## src/rtl/msgtx_pkg.sv

```systemverilog
// Package: shared frame layout constants and the per-slot bit rule.
// Assumes 8 data bits, one start and one stop bit, no parity.
package msgtx_pkg;
    localparam int  FRAME_SLOTS = 10;
    localparam int  DATA_BITS   = 8;
    localparam logic START_LVL  = 1'b0;
    localparam logic STOP_LVL   = 1'b1;
    localparam logic IDLE_LVL   = 1'b1;

    // Line level at position pos (0..9) of the frame carrying ch.
    function automatic logic frame_bit(input logic [7:0] ch, input int pos);
        if (pos == 0)
            return START_LVL;
        else if (pos == FRAME_SLOTS - 1)
            return STOP_LVL;
        else
            return ch[pos-1];
    endfunction
endpackage

```

## src/rtl/slot_counter.sv

```systemverilog
// Slot counter: free-running position within the message cycle.
// Assumes adv is a single-cycle enable; wraps naturally at 2**W.
module slot_counter #(
    parameter int W = 7
) (
    input  logic         clk,
    input  logic         rst_n,
    input  logic         adv,
    output logic [W-1:0] slot
);
    // Step the position once per enable; clear on reset.
    always_ff @(posedge clk) begin
        if (!rst_n)
            slot <= '0;
        else if (adv)
            slot <= slot + 1'b1;
    end
endmodule

```

## src/rtl/frame_rom.sv

```systemverilog
// Frame ROM: one line-level bit per slot, computed at elaboration.
// Assumes MSG holds MSG_LEN characters, leftmost in the top byte.
module frame_rom #(
    parameter int                    SLOT_W  = 7,
    parameter int                    MSG_LEN = 11,
    parameter logic [8*MSG_LEN-1:0]  MSG     = "No computer"
) (
    input  logic [SLOT_W-1:0] addr,
    output logic              bit_o
);
    import msgtx_pkg::*;

    localparam int SLOTS    = 1 << SLOT_W;
    localparam int CAPACITY = SLOTS / FRAME_SLOTS;
    localparam int N_FRAMES = (MSG_LEN < CAPACITY) ? MSG_LEN : CAPACITY;

    // Lay out every slot: frames first, idle level afterwards.
    function automatic logic [SLOTS-1:0] build_image();
        logic [SLOTS-1:0] img;
        img = '0;
        for (int s = 0; s < SLOTS; s++) begin
            int k;
            int p;
            k = s / FRAME_SLOTS;
            p = s % FRAME_SLOTS;
            if (k < N_FRAMES)
                img[s] = frame_bit(MSG[8*(MSG_LEN-1-k) +: 8], p);
            else
                img[s] = IDLE_LVL;
        end
        return img;
    endfunction

    localparam logic [SLOTS-1:0] IMAGE = build_image();

    // Combinational read of the selected slot.
    always_comb bit_o = IMAGE[addr];
endmodule

```

## src/rtl/tx_retimer.sv

```systemverilog
// Output register: captures the ROM bit so the line moves only on an edge.
// Assumes load is the same enable that advances the address.
module tx_retimer (
    input  logic clk,
    input  logic rst_n,
    input  logic load,
    input  logic d,
    output logic q
);
    import msgtx_pkg::*;

    // Hold the line idle in reset; take the new bit on each tick.
    always_ff @(posedge clk) begin
        if (!rst_n)
            q <= IDLE_LVL;
        else if (load)
            q <= d;
    end
endmodule

```

## src/rtl/msg_rom_tx.sv

```systemverilog
// Top: ROM-replayed serial message. Counter addresses the frame ROM,
// the retimer drives the line one bit period behind the address.
// Assumes baud_en is a clean one-cycle pulse at the bit rate.
module msg_rom_tx #(
    parameter int                    SLOT_W  = 7,
    parameter int                    MSG_LEN = 11,
    parameter logic [8*MSG_LEN-1:0]  MSG     = "No computer"
) (
    input  logic clk,
    input  logic rst_n,
    input  logic baud_en,
    output logic tx
);
    import msgtx_pkg::*;

    localparam int SLOTS    = 1 << SLOT_W;
    localparam int CAPACITY = SLOTS / FRAME_SLOTS;
    localparam int N_FRAMES = (MSG_LEN < CAPACITY) ? MSG_LEN : CAPACITY;

    logic [SLOT_W-1:0] slot_q;
    logic              rom_bit;

    slot_counter #(.W(SLOT_W)) u_cnt (
        .clk  (clk),
        .rst_n(rst_n),
        .adv  (baud_en),
        .slot (slot_q)
    );

    frame_rom #(.SLOT_W(SLOT_W), .MSG_LEN(MSG_LEN), .MSG(MSG)) u_rom (
        .addr (slot_q),
        .bit_o(rom_bit)
    );

    tx_retimer u_out (
        .clk  (clk),
        .rst_n(rst_n),
        .load (baud_en),
        .d    (rom_bit),
        .q    (tx)
    );
endmodule

```

## config.mk

```make
export PLATFORM = sky130hd
export DESIGN_NAME = msg_rom_tx
export DESIGN_NICKNAME = d
export VERILOG_FILES = /design/src/rtl/msgtx_pkg.sv /design/src/rtl/slot_counter.sv /design/src/rtl/frame_rom.sv /design/src/rtl/tx_retimer.sv /design/src/rtl/msg_rom_tx.sv
export SDC_FILE = /design/constraint.sdc
export NUM_CORES = 1
export LEC_CHECK = 0
export ABC_AREA = 1
export BUFFER_PORTS_ARGS = -buffer_cell sky130_fd_sc_hd__buf_4
export CORE_MARGIN = 2
export CORE_UTILIZATION = 35
export DETAILED_ROUTE_END_ITERATION = 7
export GPL_TIMING_DRIVEN = 0
export PLACE_DENSITY = 0.55
export SYNTH_ARGS = -nofsm -noshare
export SYNTH_HDL_FRONTEND = slang
export SYNTH_SLANG_ARGS = --single-unit
```

## constraint.sdc

```tcl
create_clock -name clk -period 2.2 [get_ports clk]
set_clock_uncertainty 0.1 [all_clocks]
set_input_delay 0.22 -clock clk [delete_from_list [all_inputs] [get_ports clk]]
set_output_delay 0.22 -clock clk [all_outputs]
set_load 0.05 [all_outputs]
```

==> flow_metrics.py, run 1 <==
metrics = {
    "floorplan": {
        "row_count": 15,
        "die_h_um": 47.9,
        "start_util": 0.383,
        "die-area_mm2": 0.00230,
        "core_mm2": 0.00176,
        "die_w_um": 47.9,
        "num_io_pins": 4,
    },
    "timing": {
        "fin_tns_setup_ps": 0,
        "setup_viol": 0,
        "finalHoldViolCount": 0,
        "fmax_ghz": 0.554,
        "report.final.slew_viol_count": 0,
        "period_minus_slack_ps": 1800,
        "worstMarginPinSlew_ps": 396,
        "setup_ws_ps": 396,
        "slew-limit-headroom": 0.736,
        "fin_crit_sh": 0.820,
        "rsz0062_at_grt": "no",
    },
    "grt": {
        "antenna_found_initial": 0,
        "grt.overflow.total": 0,
        "grt_pass1_wl_mm": 2.35,
        "grt_pass1_vias": 564,
        "grt_max_degree": 11,
        "grt_usage": 0.146,
    },
    "routing": {
        "wl_per_cell_um": 10.2,
        "dr.pass1.iters": 4,
        "wl_met2_um": 645,
        "postRouteAntennaNets": 0,
        "via_per_inst": 4.83,
        "met3_length_um": 23,
        "routed_wl_mm": 1.36,
        "drc_errors": 0,
        "dr.first_iter.drc_count": 19,
        "met1_length_um": 669,
        "highest_layer": "met4",
        "via_count": 647,
    },
    "clock_network": {
        "cts_hold_buf": 0,
        "htreeDepth": 1,
        "cts_root_buf": "clkbuf_4",
        "clock_latency_ps": 250,
        "cts_resized": 0,
        "post-cts-setup-buffer-count": 0,
        "cts_buffer_depth": 2,
        "cts_tree": "built",
        "clkTransAtPathRegs_ps": 50,
        "clock_sinks": 8,
        "numCtsBuffers": 3,
    },
    "final_layout": {
        "stdcell_area_um2": 752,
        "num-nets-final": 121,
        "area_growth_pct": 11.3,
        "num_antenna_cells": 0,
        "layout-drive-gt1-share": 0.193,
    },
    "synthesis": {
        "async_flop_share": 0,
        "synth.area.top_cells": "dfxtp_1, nand2_1, ha_1",
        "synth_area_leader_cell": "dfxtp_1",
        "synth_edf_count": 0,
        "synth_top_area_frac": 0.237,
        "ys_seq_area_frac": 0.237,
        "synthFlopType": "dfxtp_1",
        "syn-cell-area_um2": 676,
        "synth-seq-cells": 8,
        "synth_cell_type_count": 20,
        "syn_area_per_cell_um2": 6.56,
        "syn-instance-count": 103,
        "synth_nets": 113,
        "synth_warnings": 0,
    },
    "critical_path": {
        "worstSetupPathType": "reg2reg",
        "r2r_cells": 11,
        "crit_fanout": 10,
        "crit_required_ps": 2240,
        "worst_setup_path_start_kind": "flip-flop",
        "worstPathArrival_ps": 1850,
        "endpoint_kind": "flip-flop",
        "rrSetupSlack_ps": 400,
    },
    "placed_design": {
        "dpl_cell_area_um2": 729,
        "portBuffers": 3,
        "place_hpwl_mm": 1.11,
        "dp_slack_ps": 383,
        "place.gp.congestion": 0.810,
    },
    "power": {
        "p_total_uw": 347,
        "ir_worst_vdd_mv": 0.280,
        "p_per_area_mw_per_mm2": 461,
        "leakagePower_nw": 0.354,
    },
    "hold_path": {
        "hp-class": "in2reg",
        "whs_path_depth": 2,
    },
    "status": {
        "outcome": "complete, no violations",
    },
    "run": {
        "cap_violations": 0,
    },
}
## power by group
part           switching [mW]  internal (mW)
Sequential            0.00841          0.150
Clock                  0.0508         0.0625
Combinational          0.0468         0.0278
## sequential cells by signal, summed over array words and instances, names as in the netlist
register and cells:
u_cnt.slot 7, u_out.q 1
## Yosys cell counts (2+ instances only)
| master | number |
|---|---|
| nand2_2 | 4 |
| nand2_1 | 28 |
| nor3_1 | 3 |
| inv_1 | 10 |
| ha_1 | 7 |
| buf_2 | 2 |
| nor2_1 | 2 |
| dfxtp_1 | 8 |
| a21oi_1 | 9 |
| nand3_1 | 13 |
| o21ai_0 | 4 |
| inv_2 | 4 |
| a31oi_1 | 2 |
## worst paths after layout
path,startpoint,to
max,u_cnt.slot[0],u_out.q
min reg2reg,u_out.q,u_out.q
max reg2reg,u_cnt.slot[0],u_out.q
min,baud_en,u_cnt.slot[0]
## cells in the final DEF (no fill, tap or decap), drive strengths merged, types with 3 or more instances in the layout
| cell type | count |
|---|---|
| clkbuf | 3 |
| a21oi | 9 |
| ha | 7 |
| nor3 | 5 |
| nand2 | 32 |
| nand3 | 13 |
| inv | 15 |
| o21ai | 6 |
| buf | 6 |
| dfxtp | 8 |
## logic make-up (layout without fill, tap and decap cells)
family | Yosys count | after routing | synth area share
AND/OR/NAND/NOR | 52 | 52 | 0.361
AO/OA/AOI/OAI | 18 | 18 | 0.146
buffers and inverters | 18 | 24 | 0.126
adder cells (fa/ha/maj) | 7 | 7 | 0.130
flip-flops | 8 | 8 | 0.237
## per-stage QoR
stage / hold WS [ps] / instances / utilization
floorplan: 209 / 103 / -
global placement: 338 / 131 / 0.413
detailed placement: 343 / 131 / 0.413
CTS: 66.4 / 134 / 0.426
global route: 83.9 / 134 / 0.426
finish: 77.4 / 134 / 0.426
## area by class of cell
| type | instances | area, um^2 |
|---|---|---|
| Tap cell | 25 | 31.3 |
| Clock buffer | 3 | 22.5 |
| Fill cell | 199 | 1010 |
| Multi-Input combinational cell | 77 | 430 |
| Sequential cell | 8 | 160 |
| Buffer | 3 | 21.3 |
| Timing Repair Buffer | 3 | 22.5 |
| Inverter | 15 | 63.8 |
## critical path, stage by stage (launching register included)
cell	delay, ps
dfxtp_1	560
inv_2	110
ha_1	320
nand2_1	80
o21ai_0	90
nand2_1	70
nand3_1	70
nand3_1	70
nand3_1	80
nand2_1	60
nand2_1	50
nand2_1	50
## layer usage
metal | vias to the layer above | track usage
met5 | - | 0
met4 | 0 | 0.0811
met3 | 4 | 0.0113
met2 | 8 | 0.229
met1 | 285 | 0.196
li1 | 350 | -
No activity file was read; power rests on OpenSTA's default activity.
==> inputs of run 2 (changes only) <==
clock period = 1.7 ns   (was 2.2 ns; I/O delays follow)
==> flow_metrics.py, run 2 (synthesis results as in run 1) <==
metrics = {
    "status": {
        "outcome": "complete, no violations",
    },
    "timing": {
        "worstMarginPinSlew_ps": 247,
        "slew-limit-headroom": 0.835,
        "period_minus_slack_ps": 1590,
        "whs_ps": 17.5,
        "fin_crit_sh": 0.937,
        "finalHoldViolCount": 0,
        "setup_viol": 0,
        "fin_tns_setup_ps": 0,
        "fmax_ghz": 0.628,
        "report.final.slew_viol_count": 0,
    },
    "placed_design": {
        "portBuffers": 3,
        "place.gp.congestion": 0.810,
        "place_hpwl_mm": 1.11,
    },
    "power": {
        "p_per_area_mw_per_mm2": 578,
        "p_total_uw": 477,
        "ir_worst_vdd_mv": 0.365,
        "leakagePower_nw": 0.376,
    },
    "routing": {
        "dr.first_iter.drc_count": 21,
        "dr.pass1.iters": 4,
        "postRouteAntennaNets": 0,
        "drc_errors": 0,
        "wl_per_cell_um": 10.3,
        "via_per_inst": 4.84,
        "via_count": 668,
        "routed_wl_mm": 1.42,
    },
    "critical_path": {
        "worstPathArrival_ps": 1640,
        "crit_required_ps": 1750,
        "endpoint_kind": "flip-flop",
        "r2r_cells": 11,
        "worstSetupPathType": "reg2reg",
        "crit_fanout": 5,
        "worst_setup_path_start_kind": "flip-flop",
    },
    "grt": {
        "grt_pass1_vias": 564,
        "grt_usage": 0.146,
        "grt_pass1_wl_mm": 2.35,
        "grt.overflow.total": 0,
        "grt_max_degree": 11,
        "antenna_found_initial": 0,
    },
    "floorplan": {
        "start_util": 0.383,
        "die-area_mm2": 0.00230,
        "core_mm2": 0.00176,
        "num_io_pins": 4,
        "die_h_um": 47.9,
        "row_count": 15,
        "die_w_um": 47.9,
    },
    "final_layout": {
        "final_common_cell": "nand2_1",
        "fill_cells": 183,
        "final-seq-area_um2": 168,
        "final_cell_mix": "nand2_1, nand3_1, a21oi_1",
        "top_register": "u_cnt.slot",
        "utilization": 0.467,
        "largest_reg_flops": 7,
        "multi_input_area_um2": 458,
        "layout-drive-gt1-share": 0.283,
        "num_antenna_cells": 0,
        "reg_top3": "u_cnt.slot (7), u_out.q (1)",
        "area_growth_pct": 22.0,
        "num-nets-final": 125,
    },
    "clock_network": {
        "cts_buffer_depth": 2,
        "cts_hold_buf": 0,
        "clock_latency_ps": 260,
        "clkTransAtPathRegs_ps": 50,
        "clock_sinks": 8,
        "numCtsBuffers": 3,
        "htreeDepth": 1,
        "cts_root_buf": "clkbuf_4",
        "cts_tree": "built",
    },
    "hold_path": {
        "hp-class": "in2reg",
        "whs_path_depth": 2,
    },
    "run": {
        "cap_violations": 0,
    },
}
-- run 2: cell types whose count changed in the layout (fill, tap and decap cells not counted), sizes merged --
cell and change:
clkinvlp +1, buf +4, inv -1
-- run 2: routing by layer --
| layer | vias to the layer above | wire length, um | global-route usage |
|---|---|---|---|
| met5 | - | 0 | 0 |
| met4 | 0 | 23 | 0.0811 |
| met3 | 4 | 29 | 0.0113 |
| met2 | 10 | 671 | 0.229 |
| met1 | 295 | 693 | 0.196 |
| li1 | 359 | - | - |
-- run 2: final cells by class --
type,instances,area share
Inverter,15,0.0819
Buffer,3,0.0258
Clock buffer,3,0.0273
Tap cell,25,0.0379
Timing Repair Buffer,7,0.0683
Multi-Input combinational cell,77,0.555
Sequential cell,8,0.203
-- run 2: final timing paths --
path         slack, ps           from             to
max                110  u_cnt.slot[1]        u_out.q
min                 20        baud_en  u_cnt.slot[0]
max reg2reg        110  u_cnt.slot[1]        u_out.q
min reg2reg        380        u_out.q        u_out.q
-- run 2: stage by stage --
step           setup slack [ps]  instance area [um^2]  cells
2_1_floorplan               131                   676    103
5_1_grt                   -20.3                   825    138
6_report                    106                   825    138
4_1_cts                    22.8                   754    134
3_5_place_dp               -117                   729    131
3_3_place_gp               -131                   729    131
-- run 2: repair_timing --
item	CTS	global route
pin swaps	0	6
endpoints found under the setup margin	1	1
buffers inserted	0	4
resized for setup	2	10
-- run 2: power by group --
group	switching [mW]	internal (mW)	total, mW
Sequential	0.0114	0.194	0.206
Combinational	0.0697	0.0546	0.124
Clock	0.0659	0.0809	0.147
-- run 2: critical path: stages (launching register included) --
cell	delay (ps)
dfxtp_4	370
clkinvlp_4	150
ha_4	300
nand2_2	50
o21ai_1	80
nand2_1	60
nand3_1	70
nand3_1	70
nand3_1	70
nand2_1	70
nand2_1	60
nand2_1	50
==> inputs of run 3 (changes only) <==
CORE_AREA = 2 2 39 41   (was unset)
CORE_MARGIN = unset   (was 2)
CORE_UTILIZATION = unset   (was 35)
DIE_AREA = 0 0 41 43   (was unset)
PLACE_DENSITY = 0.72   (was 0.55)
==> flow_metrics.py, run 3 (synthesis results as in run 1) <==
metrics = {
    "clock_network": {
        "cts_buffer_depth": 2,
        "clkTransAtPathRegs_ps": 50,
        "clock_latency_ps": 250,
        "cts_hold_buf": 0,
        "numCtsBuffers": 3,
        "clock_sinks": 8,
        "htreeDepth": 1,
        "cts_root_buf": "clkbuf_4",
        "cts_tree": "built",
    },
    "timing": {
        "fin_crit_sh": 0.919,
        "rsz0062_at_grt": "no",
        "period_minus_slack_ps": 1560,
        "fin_tns_setup_ps": 0,
        "finalHoldViolCount": 0,
        "slew-limit-headroom": 0.855,
        "setup_viol": 0,
        "fmax_ghz": 0.640,
        "report.final.slew_viol_count": 0,
        "worstMarginPinSlew_ps": 217,
    },
    "final_layout": {
        "largest_reg_flops": 7,
        "num-nets-final": 123,
        "final_common_cell": "nand2_1",
        "top_register": "u_cnt.slot",
        "num_antenna_cells": 0,
        "utilization": 0.552,
        "reg_top3": "u_cnt.slot (7), u_out.q (1)",
        "final_cell_mix": "nand2_1, nand3_1, inv_1, a21oi_1, ha_1",
        "area_growth_pct": 13.0,
        "layout-drive-gt1-share": 0.234,
        "fin_cells": 127,
    },
    "status": {
        "outcome": "complete, no violations",
    },
    "floorplan": {
        "num_io_pins": 4,
        "die-area_mm2": 0.00176,
        "die_h_um": 43,
        "row_count": 14,
        "start_util": 0.488,
        "die_w_um": 41,
        "core_mm2": 0.00138,
    },
    "routing": {
        "postRouteAntennaNets": 0,
        "dr.pass1.iters": 4,
        "via_per_inst": 5.31,
        "via_count": 675,
        "wl_per_cell_um": 10.6,
        "drc_errors": 0,
        "wl_met2_um": 655,
        "dr.first_iter.drc_count": 11,
        "met3_length_um": 68,
        "met1_length_um": 588,
        "routed_wl_mm": 1.35,
        "highest_layer": "met4",
    },
    "critical_path": {
        "r2r_cells": 11,
        "crit_chain": "inv_2 > ha_1 > nand2_1 > o21ai_1 > nand2_1 > nand3_1 > nand3_1 > nand3_1 > nand2_1 > nand2_1 > nand2_1",
        "crit_required_ps": 1740,
        "worst_setup_path_start_kind": "flip-flop",
        "worstPathArrival_ps": 1610,
        "r2r-end": "u_out.q",
        "path_common_cell": "nand2_1",
        "r2r-start": "u_cnt.slot[1]",
        "endpoint_kind": "flip-flop",
        "crit_fanout": 7,
        "cpMaxStageDelayCell": "dfxtp_4",
        "worstSetupPathType": "reg2reg",
        "rrSetupSlack_ps": 140,
        "max_stage_delay_ps": 380,
    },
    "power": {
        "p_total_uw": 452,
        "p_per_area_mw_per_mm2": 592,
        "leakagePower_nw": 0.365,
        "ir_worst_vdd_mv": 0.415,
    },
    "placed_design": {
        "dpl.cell_count": 122,
        "place.gp.congestion": 0.798,
        "portBuffers": 3,
        "place_hpwl_mm": 1.05,
    },
    "hold_path": {
        "hold_path_end": "u_cnt.slot[0]",
        "worstHoldStart": "baud_en",
        "whs_path_depth": 2,
        "hp-class": "in2reg",
    },
    "grt": {
        "grt_pass1_wl_mm": 2.22,
        "grt_usage": 0.185,
        "grt_max_degree": 11,
        "antenna_found_initial": 0,
        "grt.overflow.total": 0,
        "grt_pass1_vias": 559,
    },
    "run": {
        "cap_violations": 0,
    },
}
run 3: cell count changes in the layout (fill, tap and decap cells not counted), sizes merged:
cell / change
clkinvlp: -1
buf: -2
inv: +1
run 3: cell type report:
type	count	area (um^2)
sequential	8	168
multi-input combinational	77	430
tap	16	20.0
buffer	3	21.3
fill	136	621
inverter	15	63.8
timing repair buffer	5	37.5
clock buffer	3	22.5
run 3: worst max path at each step:
stage,endpoint,from,slack [ps]
after global placement,u_out.q,u_cnt.slot[0],-100
after floorplan,u_out.q,u_cnt.slot[0],130
after global routing,u_out.q,u_cnt.slot[1],4
final,u_out.q,u_cnt.slot[1],140
after detailed placement,u_out.q,u_cnt.slot[0],-120
after CTS,u_out.q,u_cnt.slot[0],30
run 3: critical path: cells and delay by family (launching register included):
kind            cells  cell delay, ps
compound gates      1              80
fa+ha+maj           1             290
buf+inv             1              70
flops               1             380
simple gates        8             530
run 3: what timing repair did:
| item | CTS | global route |
|---|---|---|
| gates resized for setup | 2 | 4 |
| setup buffers | 0 | 2 |
| hold endpoints to repair | 0 | 0 |
| setup endpoints to repair | 1 | 1 |
run 3: per-stage QoR:
step           hold WS, ps  cell area [um^2]  setup slack (ps)
4_1_cts               16.9               743              25.4
3_5_place_dp           292               718              -116
2_1_floorplan          159               676               131
5_1_grt               26.9               763              4.16
6_report              19.4               763               137
3_3_place_gp           289               718             -97.1
run 3: per-layer routing:
layer	vias to the layer above	GRT usage
li1	353	-
met1	296	0.237
met2	21	0.272
met5	-	0
met4	0	0.120
met3	5	0.0314
run 3: power breakdown:
part           internal [mW]  switching [mW]
registers              0.195         0.00890
logic                 0.0407          0.0657
clock network         0.0805          0.0612
total                  0.316           0.136
